===== src/rtl/gamma_lut_pkg.sv =====
package gamma_lut_pkg;
  localparam logic [1:0] MODE_BYPASS = 2'd0;
  localparam logic [1:0] MODE_LUT    = 2'd2;

  localparam logic [2:0] ADR_CTRL   = 3'd0;
  localparam logic [2:0] ADR_CFG    = 3'd1;
  localparam logic [2:0] ADR_INDEX  = 3'd2;
  localparam logic [2:0] ADR_DATA   = 3'd3;
  localparam logic [2:0] ADR_STATUS = 3'd4;

  // channel 0 = red (mask bit 2), 1 = green (bit 1), 2 = blue (bit 0)
  function automatic logic chan_enabled(input logic [2:0] mask, input int ch);
    return mask[2-ch];
  endfunction

  function automatic logic [1:0] effective_mode(input logic [1:0] req);
    return (req == MODE_LUT) ? MODE_LUT : MODE_BYPASS;
  endfunction
endpackage


===== src/rtl/glut_regs.sv =====
module glut_regs
  import gamma_lut_pkg::*;
#(
  parameter int ENTRIES = 16,
  parameter int DW      = 10
) (
  input  logic                         clk,
  input  logic                         rst_n,
  input  logic                         reg_we,
  input  logic [2:0]                   reg_addr,
  input  logic [DW-1:0]                reg_wdata,
  output logic [DW-1:0]                reg_rdata,
  input  logic                         frame_start,
  output logic                         wr_go,
  output logic [$clog2(ENTRIES)-1:0]   wr_idx,
  output logic                         wr_bank,
  output logic [2:0]                   wr_mask,
  output logic [$clog2(ENTRIES):0]     idx_ptr,
  output logic [1:0]                   req_mode,
  output logic                         req_bank,
  output logic [1:0]                   cur_mode,
  output logic                         cur_bank
);
  localparam int IW = $clog2(ENTRIES);
  localparam int PW = IW + 1;

  logic in_range;
  logic data_wr;

  function automatic logic [PW-1:0] advance(input logic [PW-1:0] p);
    return (p == PW'(ENTRIES - 1)) ? '0 : p + 1'b1;
  endfunction

  assign in_range = idx_ptr < PW'(ENTRIES);
  assign data_wr  = reg_we && (reg_addr == ADR_DATA);
  assign wr_go    = data_wr && in_range;
  assign wr_idx   = idx_ptr[IW-1:0];

  always_ff @(posedge clk or negedge rst_n) begin
    if (!rst_n) begin
      req_mode <= MODE_BYPASS;
      req_bank <= 1'b0;
      wr_mask  <= 3'b111;
      wr_bank  <= 1'b0;
      idx_ptr  <= '0;
      cur_mode <= MODE_BYPASS;
      cur_bank <= 1'b0;
    end else begin
      if (reg_we) begin
        case (reg_addr)
          ADR_CTRL: begin
            req_mode <= reg_wdata[1:0];
            req_bank <= reg_wdata[2];
          end
          ADR_CFG: begin
            wr_mask <= reg_wdata[2:0];
            wr_bank <= reg_wdata[3];
          end
          ADR_INDEX: idx_ptr <= reg_wdata[PW-1:0];
          ADR_DATA:  if (in_range) idx_ptr <= advance(idx_ptr);
          default: ;
        endcase
      end
      if (frame_start) begin
        cur_mode <= effective_mode(req_mode);
        cur_bank <= req_bank;
      end
    end
  end

  always_comb begin
    reg_rdata = '0;
    case (reg_addr)
      ADR_CTRL:   reg_rdata = DW'({req_bank, req_mode});
      ADR_CFG:    reg_rdata = DW'({wr_bank, wr_mask});
      ADR_INDEX:  reg_rdata = DW'(idx_ptr);
      ADR_STATUS: reg_rdata = DW'({(cur_mode == MODE_LUT) & cur_bank, cur_mode});
      default:    reg_rdata = '0;
    endcase
  end
endmodule


===== src/rtl/glut_chan_ram.sv =====
module glut_chan_ram #(
  parameter int ENTRIES = 16,
  parameter int DW      = 10
) (
  input  logic                       clk,
  input  logic                       we,
  input  logic                       wbank,
  input  logic [$clog2(ENTRIES)-1:0] widx,
  input  logic [DW-1:0]              wdata,
  input  logic                       rbank,
  input  logic [$clog2(ENTRIES)-1:0] ridx,
  output logic [DW-1:0]              rdata
);
  localparam int IW    = $clog2(ENTRIES);
  localparam int DEPTH = 2 * ENTRIES;

  logic [DW-1:0] mem [DEPTH];

  always_ff @(posedge clk) begin
    if (we) mem[{wbank, widx}] <= wdata;
    rdata <= mem[{rbank, ridx}];
  end
endmodule


===== src/rtl/gamma_lut_dbuf.sv =====
module gamma_lut_dbuf
  import gamma_lut_pkg::*;
#(
  parameter int ENTRIES = 16,
  parameter int DW      = 10
) (
  input  logic          clk,
  input  logic          rst_n,
  input  logic          reg_we,
  input  logic [2:0]    reg_addr,
  input  logic [DW-1:0] reg_wdata,
  output logic [DW-1:0] reg_rdata,
  input  logic          frame_start,
  input  logic [DW-1:0] pix_r_in,
  input  logic [DW-1:0] pix_g_in,
  input  logic [DW-1:0] pix_b_in,
  output logic [DW-1:0] pix_r_out,
  output logic [DW-1:0] pix_g_out,
  output logic [DW-1:0] pix_b_out
);
  localparam int IW = $clog2(ENTRIES);
  localparam int PW = IW + 1;

  // named internal events for the checker
  logic          wr_go;
  logic [IW-1:0] wr_idx;
  logic          wr_bank;
  logic [2:0]    wr_mask;
  logic [PW-1:0] idx_ptr;
  logic [1:0]    req_mode;
  logic          req_bank;
  logic [1:0]    cur_mode;
  logic          cur_bank;
  logic          bypass_now;
  logic          bypass_q;

  logic [DW-1:0] pin   [3];
  logic [DW-1:0] code_q[3];
  logic [DW-1:0] lut_q [3];
  logic [DW-1:0] pout  [3];

  glut_regs #(.ENTRIES(ENTRIES), .DW(DW)) u_regs (
    .clk(clk), .rst_n(rst_n), .reg_we(reg_we), .reg_addr(reg_addr),
    .reg_wdata(reg_wdata), .reg_rdata(reg_rdata), .frame_start(frame_start),
    .wr_go(wr_go), .wr_idx(wr_idx), .wr_bank(wr_bank), .wr_mask(wr_mask),
    .idx_ptr(idx_ptr), .req_mode(req_mode), .req_bank(req_bank),
    .cur_mode(cur_mode), .cur_bank(cur_bank)
  );

  assign bypass_now = (cur_mode != MODE_LUT);
  assign pin[0] = pix_r_in;
  assign pin[1] = pix_g_in;
  assign pin[2] = pix_b_in;

  for (genvar ch = 0; ch < 3; ch++) begin : g_chan
    glut_chan_ram #(.ENTRIES(ENTRIES), .DW(DW)) u_ram (
      .clk(clk),
      .we(wr_go && chan_enabled(wr_mask, ch)),
      .wbank(wr_bank), .widx(wr_idx), .wdata(reg_wdata),
      .rbank(cur_bank), .ridx(pin[ch][DW-1 -: IW]),
      .rdata(lut_q[ch])
    );

    always_ff @(posedge clk or negedge rst_n) begin
      if (!rst_n) code_q[ch] <= '0;
      else        code_q[ch] <= pin[ch];
    end

    assign pout[ch] = bypass_q ? code_q[ch] : lut_q[ch];
  end

  always_ff @(posedge clk or negedge rst_n) begin
    if (!rst_n) bypass_q <= 1'b1;
    else        bypass_q <= bypass_now;
  end

  assign pix_r_out = pout[0];
  assign pix_g_out = pout[1];
  assign pix_b_out = pout[2];
endmodule


===== config.mk =====
export PLATFORM = sky130hd
export DESIGN_NAME = gamma_lut_dbuf
export DESIGN_NICKNAME = d
export VERILOG_FILES = /design/src/rtl/gamma_lut_pkg.sv /design/src/rtl/glut_regs.sv /design/src/rtl/glut_chan_ram.sv /design/src/rtl/gamma_lut_dbuf.sv
export SDC_FILE = /design/constraint.sdc
export NUM_CORES = 1
export LEC_CHECK = 0
export BUFFER_PORTS_ARGS = -buffer_cell sky130_fd_sc_hd__buf_2
export CAP_MARGIN = 10
export CORE_MARGIN = 10
export CORE_UTILIZATION = 50
export CTS_CLUSTER_SIZE = 25
export DETAILED_ROUTE_END_ITERATION = 10
export PLACE_DENSITY_LB_ADDON = 0.2
export SKIP_CTS_REPAIR_TIMING = 1
export SYNTH_ARGS = -nofsm -noshare
export SYNTH_HDL_FRONTEND = slang
export SYNTH_SLANG_ARGS = --single-unit

===== constraint.sdc =====
create_clock -name clk -period 2 [get_ports clk]
set_input_delay 0.4 -clock clk [delete_from_list [all_inputs] [get_ports clk]]
set_output_delay 0.4 -clock clk [all_outputs]
set_load 0.005 [all_outputs]

**Word level (Yosys, flattened, before mapping)**

Memory sizes are Yosys's and may differ from the RTL's. A register that Yosys moved wholly into a read port is not among the register bits.
Index checks and enable logic that the tools add are counted.

- Flip-flop bits (word level): 46
- Memories: 3
- Word-level logic and storage cells: 50
- Memory bits (writable): 960

Memories:

| memory | depth | width | read ports | clocked after memory_dff | wr ports | line | source |
|---|---|---|---|---|---|---|---|
| g_chan[0].u_ram.mem | 32 | 10 | 1 | 1 | 1 | glut_chan_ram.sv:17 | `logic [DW-1:0] mem [DEPTH];` |
| g_chan[1].u_ram.mem | 32 | 10 | 1 | 1 | 1 | glut_chan_ram.sv:17 |  |
| g_chan[2].u_ram.mem | 32 | 10 | 1 | 1 | 1 | glut_chan_ram.sv:17 |  |

- Add/subtract/negate cells: 1
- Equal/unequal tests: 9
- Multiplexer cells: 14
- Reductions and logical operators: 10
- Order comparisons: 1
- Bitwise gates (word level): 1

Operators by type and width:

| cell | count |
|---|---|
| $mux 10 | 3 |
| $pmux 5 s4 | 1 |
| $mux 5 | 2 |
| $pmux 5 s2 | 1 |
| $eq 3x2->1 const B | 2 |
| $mux 1 | 6 |
| $add 5x1->5 const B | 1 |
| $eq 5x4->1 const B | 1 |
| $logic_and 1x1->1 | 5 |
| $lt 5x5->1 const B | 1 |
| $eq 2x2->1 const B | 2 |
| $reduce_and 2->1 | 2 |
| $eq 3x1->1 const B | 1 |
| $eq 3x3->1 const B | 1 |
| $logic_not 3->1 | 1 |
| $reduce_and 3->1 | 1 |
| $mux 2 | 1 |
| $ne 2x1->1 const B | 1 |
| $ne 2x2->1 const B | 1 |
| $reduce_bool 2->1 | 1 |
| $and 1x1->1 | 1 |

**Depth between registers and ports, before layout**

Gate-level depths: netlist (run 1).

- Depth in word-level cells: 6
- Mapped depth: 7
- Mapped depth without buffers: 5

**By module**

A second synthesis (run 1) with hierarchy kept.

- Cells, all modules: 2357
- Area, all modules: 41239.6 µm²

Modules (own cells, without submodules):

| module | area each (µm²) | times used | cells each | sequential area each (µm²) |
|---|---|---|---|---|
| glut_chan_ram | 12993.7 | 3 | 733 | 9809.4 |
| gamma_lut_dbuf | 1286.2 | 1 | 68 | 777.0 |
| glut_regs | 972.2 | 1 | 90 | 354.1 |

**Worst setup path after synthesis (run 1)**

Ideal clock, no wire load.

- Kind: input to register
- Start point: input port reg_addr[1]
- End point: memory g_chan[1].u_ram.mem[10][0] (enable)
- Path slack: -447 ps
- Data arrival time: 2057 ps
- Cell stages on the path: 7
- Library setup time: 390 ps
- Cells stage by stage: buf_4 > and2b_1 > nand2_1 > nor3b_2 > nand2_1 > buf_2 > nor3_1

- Cells in the longest elaborated chain, start to end: 6

Ends and longest elaborated chain:

| item | line | source |
|---|---|---|
| start, declared | gamma_lut_dbuf.sv:10 | `input logic [2:0] reg_addr,` |
| $eq 3x2->1 | glut_regs.sv:35 | `assign data_wr = reg_we && (reg_addr == ADR_DATA);` |
| $logic_and 1x1->1 | glut_regs.sv:35 |  |
| $logic_and 1x1->1 | glut_regs.sv:36 | `assign wr_go = data_wr && in_range;` |
| $logic_and 1x1->1 | gamma_lut_dbuf.sv:58 | `.we(wr_go && chan_enabled(wr_mask, ch)),` |
| $mux 1 | glut_chan_ram.sv:20 | `if (we) mem[{wbank, widx}] <= wdata;` |
| $mux 1 (implied by the code) | glut_chan_ram.sv:20 |  |
| end, declared | glut_chan_ram.sv:17 |  |

Every way passes these cells.

**Worst setup path in the final report (run 1)**

- Start point: register bypass_q
- End point: output port pix_g_out[7]

- Cells in the longest elaborated chain, start to end: 1

Ends and longest elaborated chain:

| item | line | source |
|---|---|---|
| start, declared | gamma_lut_dbuf.sv:35 | `logic bypass_q;` |
| start signal, assigned | gamma_lut_dbuf.sv:74 | `else bypass_q <= bypass_now;` |
| $mux 10 | gamma_lut_dbuf.sv:69 | `assign pout[ch] = bypass_q ? code_q[ch] : lut_q[ch];` |
| end, declared | gamma_lut_dbuf.sv:18 | `output logic [DW-1:0] pix_g_out,` |

Every way passes these cells.

==> results of run 1 <==
## worst paths after layout
path / cells past startpoint / startpoint / slack, ns / endpoint
worst max-delay path: 3 / bypass_q / -0.36 / pix_g_out[7]
worst min-delay path: 2 / frame_start / 0.01 / u_regs.cur_mode[1]
worst max register to register: 7 / u_regs.idx_ptr[1] / 0.02 / g_chan[0].u_ram.mem[20][2]
worst min register to register: 1 / u_regs.cur_mode[1] / 0.47 / bypass_q
max in group asynchronous: 3 / rst_n / 1.39 / u_regs.wr_mask[2]
min in group asynchronous: 3 / rst_n / 0.28 / code_q[19]
## cell usage in the layout (no fill, tap or decap), types with 12 or more instances in the layout
master	Yosys	final
edfxtp_1	960	960
mux2i_1	482	482
buf_4	43	218
a22oi_1	121	121
clkbuf_16	0	106
nand3_1	78	77
buf_12	0	73
nand2_1	70	67
a21oi_1	66	65
buf_2	32	63
a22o_1	60	60
nor2_1	80	49
dfrtp_1	41	39
nor3_1	55	37
mux2_2	38	33
a31oi_1	30	30
nand4_1	30	30
dfxtp_1	30	30
dlygate4sd3_1	0	26
buf_6	0	25
clkbuf_1	57	21
clkinv_2	0	21
nor2_2	0	18
nor2_4	0	13
clkinv_1	0	12
## kinds of logic after synthesis
kind of cell / after synthesis
flops: 1035
mux: 520
simple gates: 361
compound gates: 291
buf+inv: 154
fa+ha+maj: 4
other cells: 1
## worst max-delay path, stage by stage, from the launching register on
cell and delay [ns]:
dfstp_2 0.59, buf_12 0.22, mux2_2 0.36, buf_2 0.13
## layout make-up
class,instances,area (um2)
Clock buffer,130,2760
Inverter,5,21.3
Clock inverter,50,460
Multi-Input combinational cell,1181,9510
Timing Repair Buffer,409,4020
Fill cell,5761,31600
Tap cell,1060,1330
Sequential cell,1035,30600
## where the power goes
part / internal (uW) / leakage [uW] / total [uW] / switching (uW)
combinational: 1770 / 0.00659 / 4580 / 2800
sequential: 23900 / 0.00940 / 24100 / 157
clock: 10700 / 0.00157 / 18400 / 7700
## layer usage
metal  vias to the layer above  global-route usage, %
li1                      10100                      -
met1                     11500                   28.9
met2                       908                   35.8
met3                       166                   3.51
met4                         0                   7.07
met5                         -                      0
## registers in the layout, summed over array words and instances (netlist names)
signal,count
u_regs.req_bank,1
u_regs.wr_bank,1
u_regs.cur_bank,1
bypass_q,1
g_chan.u_ram.rdata,30
u_regs.idx_ptr,5
g_chan.u_ram.mem,960
code_q,30
u_regs.req_mode,2
u_regs.cur_mode,1
u_regs.wr_mask,3
## per-stage QoR
| step | setup TNS (ns) | hold slack, ns | worst slack (ns) | util [%] |
|---|---|---|---|---|
| 4_1_cts | -12.60 | -0.270 | -0.395 | 59.8 |
| 3_3_place_gp | -56.71 | 0.413 | -0.139 | 55.8 |
| 2_1_floorplan | -146.46 | 0.104 | -0.274 | - |
| 6_report | -10.61 | 0.0106 | -0.359 | 60.6 |
| 5_1_grt | -12.24 | 0.00428 | -0.394 | 60.6 |
| 3_5_place_dp | -94.73 | 0.422 | -0.167 | 55.8 |
==> results.md, run 1 <==
* Max Buffers Root-to-Sink at 3
* Post-synthesis mux area share at 13.0%
* Die Width at 304 um
* Cell variety after synth at 40
* Number of synthesized flops with an enable pin at 960
* Slew @ Worst Pin at 0.670 ns
* Leading area contributor after synthesis: edfxtp_1
* Top cells by area, synth: edfxtp_1 71%, mux2i_1 12%, dfrtp_1 2.5%
* Synthesized area at roughly 40,000 um2
* Layout area overhead at 20.4%
* Top cell type's share of synthesized area at 71.3%
* Setup Viol. Count Final at 33
* GRT overflow at 0
* H-tree levels at 3
* Placed cell count at 3,650
* RePlAce Congestion at 0.871
* Diodes inserted at 0
* Ys Warns at 0
* Compound-Gate Fraction of Synth Area at 5.04%
* Row cnt at ~100
* Clock Latency Late Sink at about 0.66 ns
* Core Box Area at 80,300 um2
* Count leader, synth: edfxtp_1
* Fmax at between 400 and 500 MHz
* Met2 routed WL at between 50 and 60 mm
* Initial Util at about half
* Final worst slack at -0.359 ns
* Vias per inst at 5.84
* Vias at ~23,000
* Clock skew after layout at about 0.022 ns
* Critical Path RT at 1.60 ns
* Max FO, Critical Path at 20
* Layout cells sized above 1 at 23.2%
* Drt initial violations at about 2,400
* Status: complete, but fails checks
* Relative slew margins at ~55%
* Slew Limit Fails at 0
* Worst Hold Class: in -> reg
* Tcrit/Tclk final at 118%
* Adder-cell share of the synthesized area at less than 1%
* Area post-placement at 44,800 um2
* Post-synth top cells: 960 x edfxtp_1, 482 x mux2i_1, 121 x a22oi_1
* Number of global-route vias before repair at 22,600
* Kind of end point of the critical path: output port
* Unrepaired setup endpoints after global routing: true
* Routed met3 length at between 7 and 8 mm
* IO Count at 87
* Die area at 92,600 um2
* DRT Pass-1 Iters at 5
* CP Data Arrival Time at just under 2 ns
* P_leak at ~0.018 uW
* DR DRC count at 0
* Largest family of logic cells by synthesized area: multiplexers
* Post-route insts no fill at 3,870
* Vert. Die Dim at 304 um
* Failing checks: negative setup slack
* WL final at 104 mm
* Peak supply drop at between 0.7 and 0.8 mV
* Met1 WL at 42.5 mm
* Syn_area_per_cell at 17.1 um2
* Nets@finish at ~2,800
* #FFs+latches synth at 1,035
* Total Routing Usage GR at 21.6%
* Crit Path Class: reg -> out
* Root Driver: clkbuf_16
* Clk sinks at around 1,000
* Seq/Total Area, Yosys at 75.6%
* PD cells at 968 nW/um2
* Max_cap viols at 0
* Inserted Clock Buffers at 100
* PortBufs at 81
* DR WL/cell at 26.8 um
* XOR/XNOR Fraction of Synth Area at 0%
* Overall power at 47,100 uW
* Final Hold Fails at 0
* Top sig layer: met4
* CP startpoint kind: register
* Mapped Cells at 2,366
* CTS tree: built
* Prevailing post-synth register cell: edfxtp_1
* Clock Pin Slew Worst Setup and Hold Paths at 0.06 ns
* Asr flop ratio synth at 4.35%
* Largest net degree at the start of global routing at slightly below 100
* Antenna violations before repair at 2
* Routed Antenna Nets at 0
* Design area at 48,700 um2
* Final critical-path required period at 2.36 ns
* Post-DP HPWL at 67.6 mm
* First-pass GRT wire length at 150 mm
* Simple-gate portion of the synthesized area at 4.31%
Note: power is estimated with default switching activity, not from simulation.
==> run 2: changes to the inputs <==
--- a/config.mk
+++ b/config.mk
@@ -11,6 +11,7 @@
 export CORE_UTILIZATION = 50
 export CTS_CLUSTER_SIZE = 25
 export DETAILED_ROUTE_END_ITERATION = 10
+export MAX_ROUTING_LAYER = met4
 export PLACE_DENSITY_LB_ADDON = 0.2
 export SKIP_CTS_REPAIR_TIMING = 1
 export SYNTH_ARGS = -nofsm -noshare
==> constraint.sdc (replaced) <==
create_clock -name clk -period 2 [get_ports clk]
set_input_delay 0 -clock clk [delete_from_list [all_inputs] [get_ports clk]]
set_output_delay 0 -clock clk [all_outputs]
set_load 0.005 [all_outputs]
==> run 2 against run 1 <==
Against the previous run: the flow finishes with violations (negative hold slack, negative setup slack); clock power is 5% higher; sequential power hardly changed; setup slack better by 0.32 ns; flip-flop and latch count stayed put; critical path type unchanged; highest routed layer unchanged.
==> results.md, run 2 (synthesis gave the netlist of run 1 again) <==
* Final critical-path required period at 2.04 ns
* Max reg flops at 960
* Row cnt at about 100
* Min Hold Slack at -0.00386 ns
* Vias per inst at 5.84
* RePlAce Congestion at 0.881
* Inserted Clock Buffers at 102
* P_leak at 0.0171 uW
* Worst Hold Class: in -> reg
* Status: complete, but fails checks
* Slew @ Worst Pin at 0.840 ns
* Post-DP HPWL at 62.1 mm
* Slew Limit Fails at 0
* Fin Setup TNS at -0.0765 ns
* GRT overflow at 0
* Final core area utilization at about three fifths
* RR Endpoint: g_chan[0].u_ram.mem[31][9]
* Failing checks: negative hold slack, negative setup slack
* Die Width at 304 um
* First-pass GRT wire length at approximately 140 mm
* Hold Path Depth at 2
* Crit Path Class: reg -> out
* Clock skew after layout at 0.0242 ns
* Largest net degree at the start of global routing at 97
* Layout cells sized above 1 at 19.6%
* Critical Path RT at 2.00 ns
* Max Buffers Root-to-Sink at 3
* Top flop regs: g_chan.u_ram.mem x960, code_q x30, g_chan.u_ram.rdata x30
* Routed Antenna Nets at 0
* Diodes inserted at 0
* Tcrit/Tclk final at 102%
* Unrepaired setup endpoints after global routing: true
* Initial Util at 50.4%
* Setup Viol. Count Final at 2
* DR WL/cell at 26.0 um
* Most frequent cells in the layout: 960 x edfxtp_1, 482 x mux2i_1, 172 x buf_4
* CP startpoint kind: register
* H-tree levels at 3
* Clock Latency Late Sink at 0.66 ns
* WL final at 99.1 mm
* Worst Setup SP: bypass_q
* Vias at 22,300
* DRT Pass-1 Iters at 6
* CP Data Arrival Time at 2.04 ns
* Clk sinks at 1,035
* Origin of the critical flop-to-flop path: u_regs.idx_ptr[2]
* Worst reg2reg path depth at 5
* CTS tree: built
* Drt initial violations at 2,150
* Total Routing Usage GR at 21.3%
* Most flops, register: g_chan.u_ram.mem
* IO Count at 87
* Fmax at a little under 500 MHz
* Layout area overhead at 18.3%
* Die area at 92,600 um2
* Final worst slack at -0.0416 ns
* Max_cap viols at 0
* DR DRC count at 0
* Kind of end point of the critical path: output port
* PortBufs at 81
* FILL cells at 5,855
* Antenna violations before repair at 0
* Clock Pin Slew Worst Setup and Hold Paths at roughly 0.060 ns
* Final Hold Fails at 3
* Relative slew margins at 44.0%
* Root Driver: clkbuf_16
* Overall power at roughly 48,000 uW
* Pre-CTS setup slack at -0.0250 ns
* Max FO, Critical Path at 10
* Setup slack, reg-to-reg at 0.05 ns
* Peak supply drop at 0.716 mV
* PD cells at 994 nW/um2
* Most common cell after layout, fill and taps aside: edfxtp_1
* Vert. Die Dim at 304 um
* Critical path destination: pix_b_out[5]
* Nets@finish at roughly 2,700
* Core Box Area at 80,300 um2
* Number of global-route vias before repair at 21,900
## run 2: cell type report
type | count | area (um2) | share of cell area [%]
Sequential cell | 1035 | 30600 | 63.9
Multi-Input combinational cell | 1181 | 9350 | 19.6
Timing Repair Buffer | 340 | 3160 | 6.60
Clock buffer | 136 | 2770 | 5.80
Tap cell | 1060 | 1330 | 2.77
Clock inverter | 56 | 636 | 1.33
Inverter | 5 | 18.8 | 0.0392
## run 2: worst min path at each step
stage | start | endpoint
2_1_floorplan | rst_n | code_q[0]
6_report | pix_g_in[0] | code_q[10]
3_5_place_dp | rst_n | code_q[16]
4_1_cts | rst_n | u_regs.idx_ptr[3]
3_3_place_gp | rst_n | code_q[16]
5_1_grt | pix_g_in[0] | code_q[10]
## run 2: where the power goes
part,total [uW],internal [uW],switching [uW]
combinational,3970,1530,2440
clock,19400,11500,7860
sequential,24200,24000,234
total,47600,37000,10500
## run 2: stage by stage
step	cell area, um2	instances	hold slack [ns]
CTS	47100	3762	-0.638
detailed placement	43700	3570	0.0606
floorplan	40500	2370	-0.296
global route	47800	3813	-0.0121
finish	47800	3813	-0.00386
global placement	43700	3570	0.0554
## run 2: worst max-delay path, cell delays in order, from the launching register on
cell and delay [ns]:
dfstp_4 0.68, clkbuf_16 0.21, mux2_2 0.35, buf_2 0.13
## run 2: routing by layer
layer  up-vias  part of all wire, %  track usage (%)  wire length, um
li1       9921                    -                -                -
met1     11300                   42             28.6            41700
met2       880                   48             33.1            47600
met3       142                  7.2             3.69             7140
met4         0                  2.7             6.39             2640
met5         -                    0                -                0
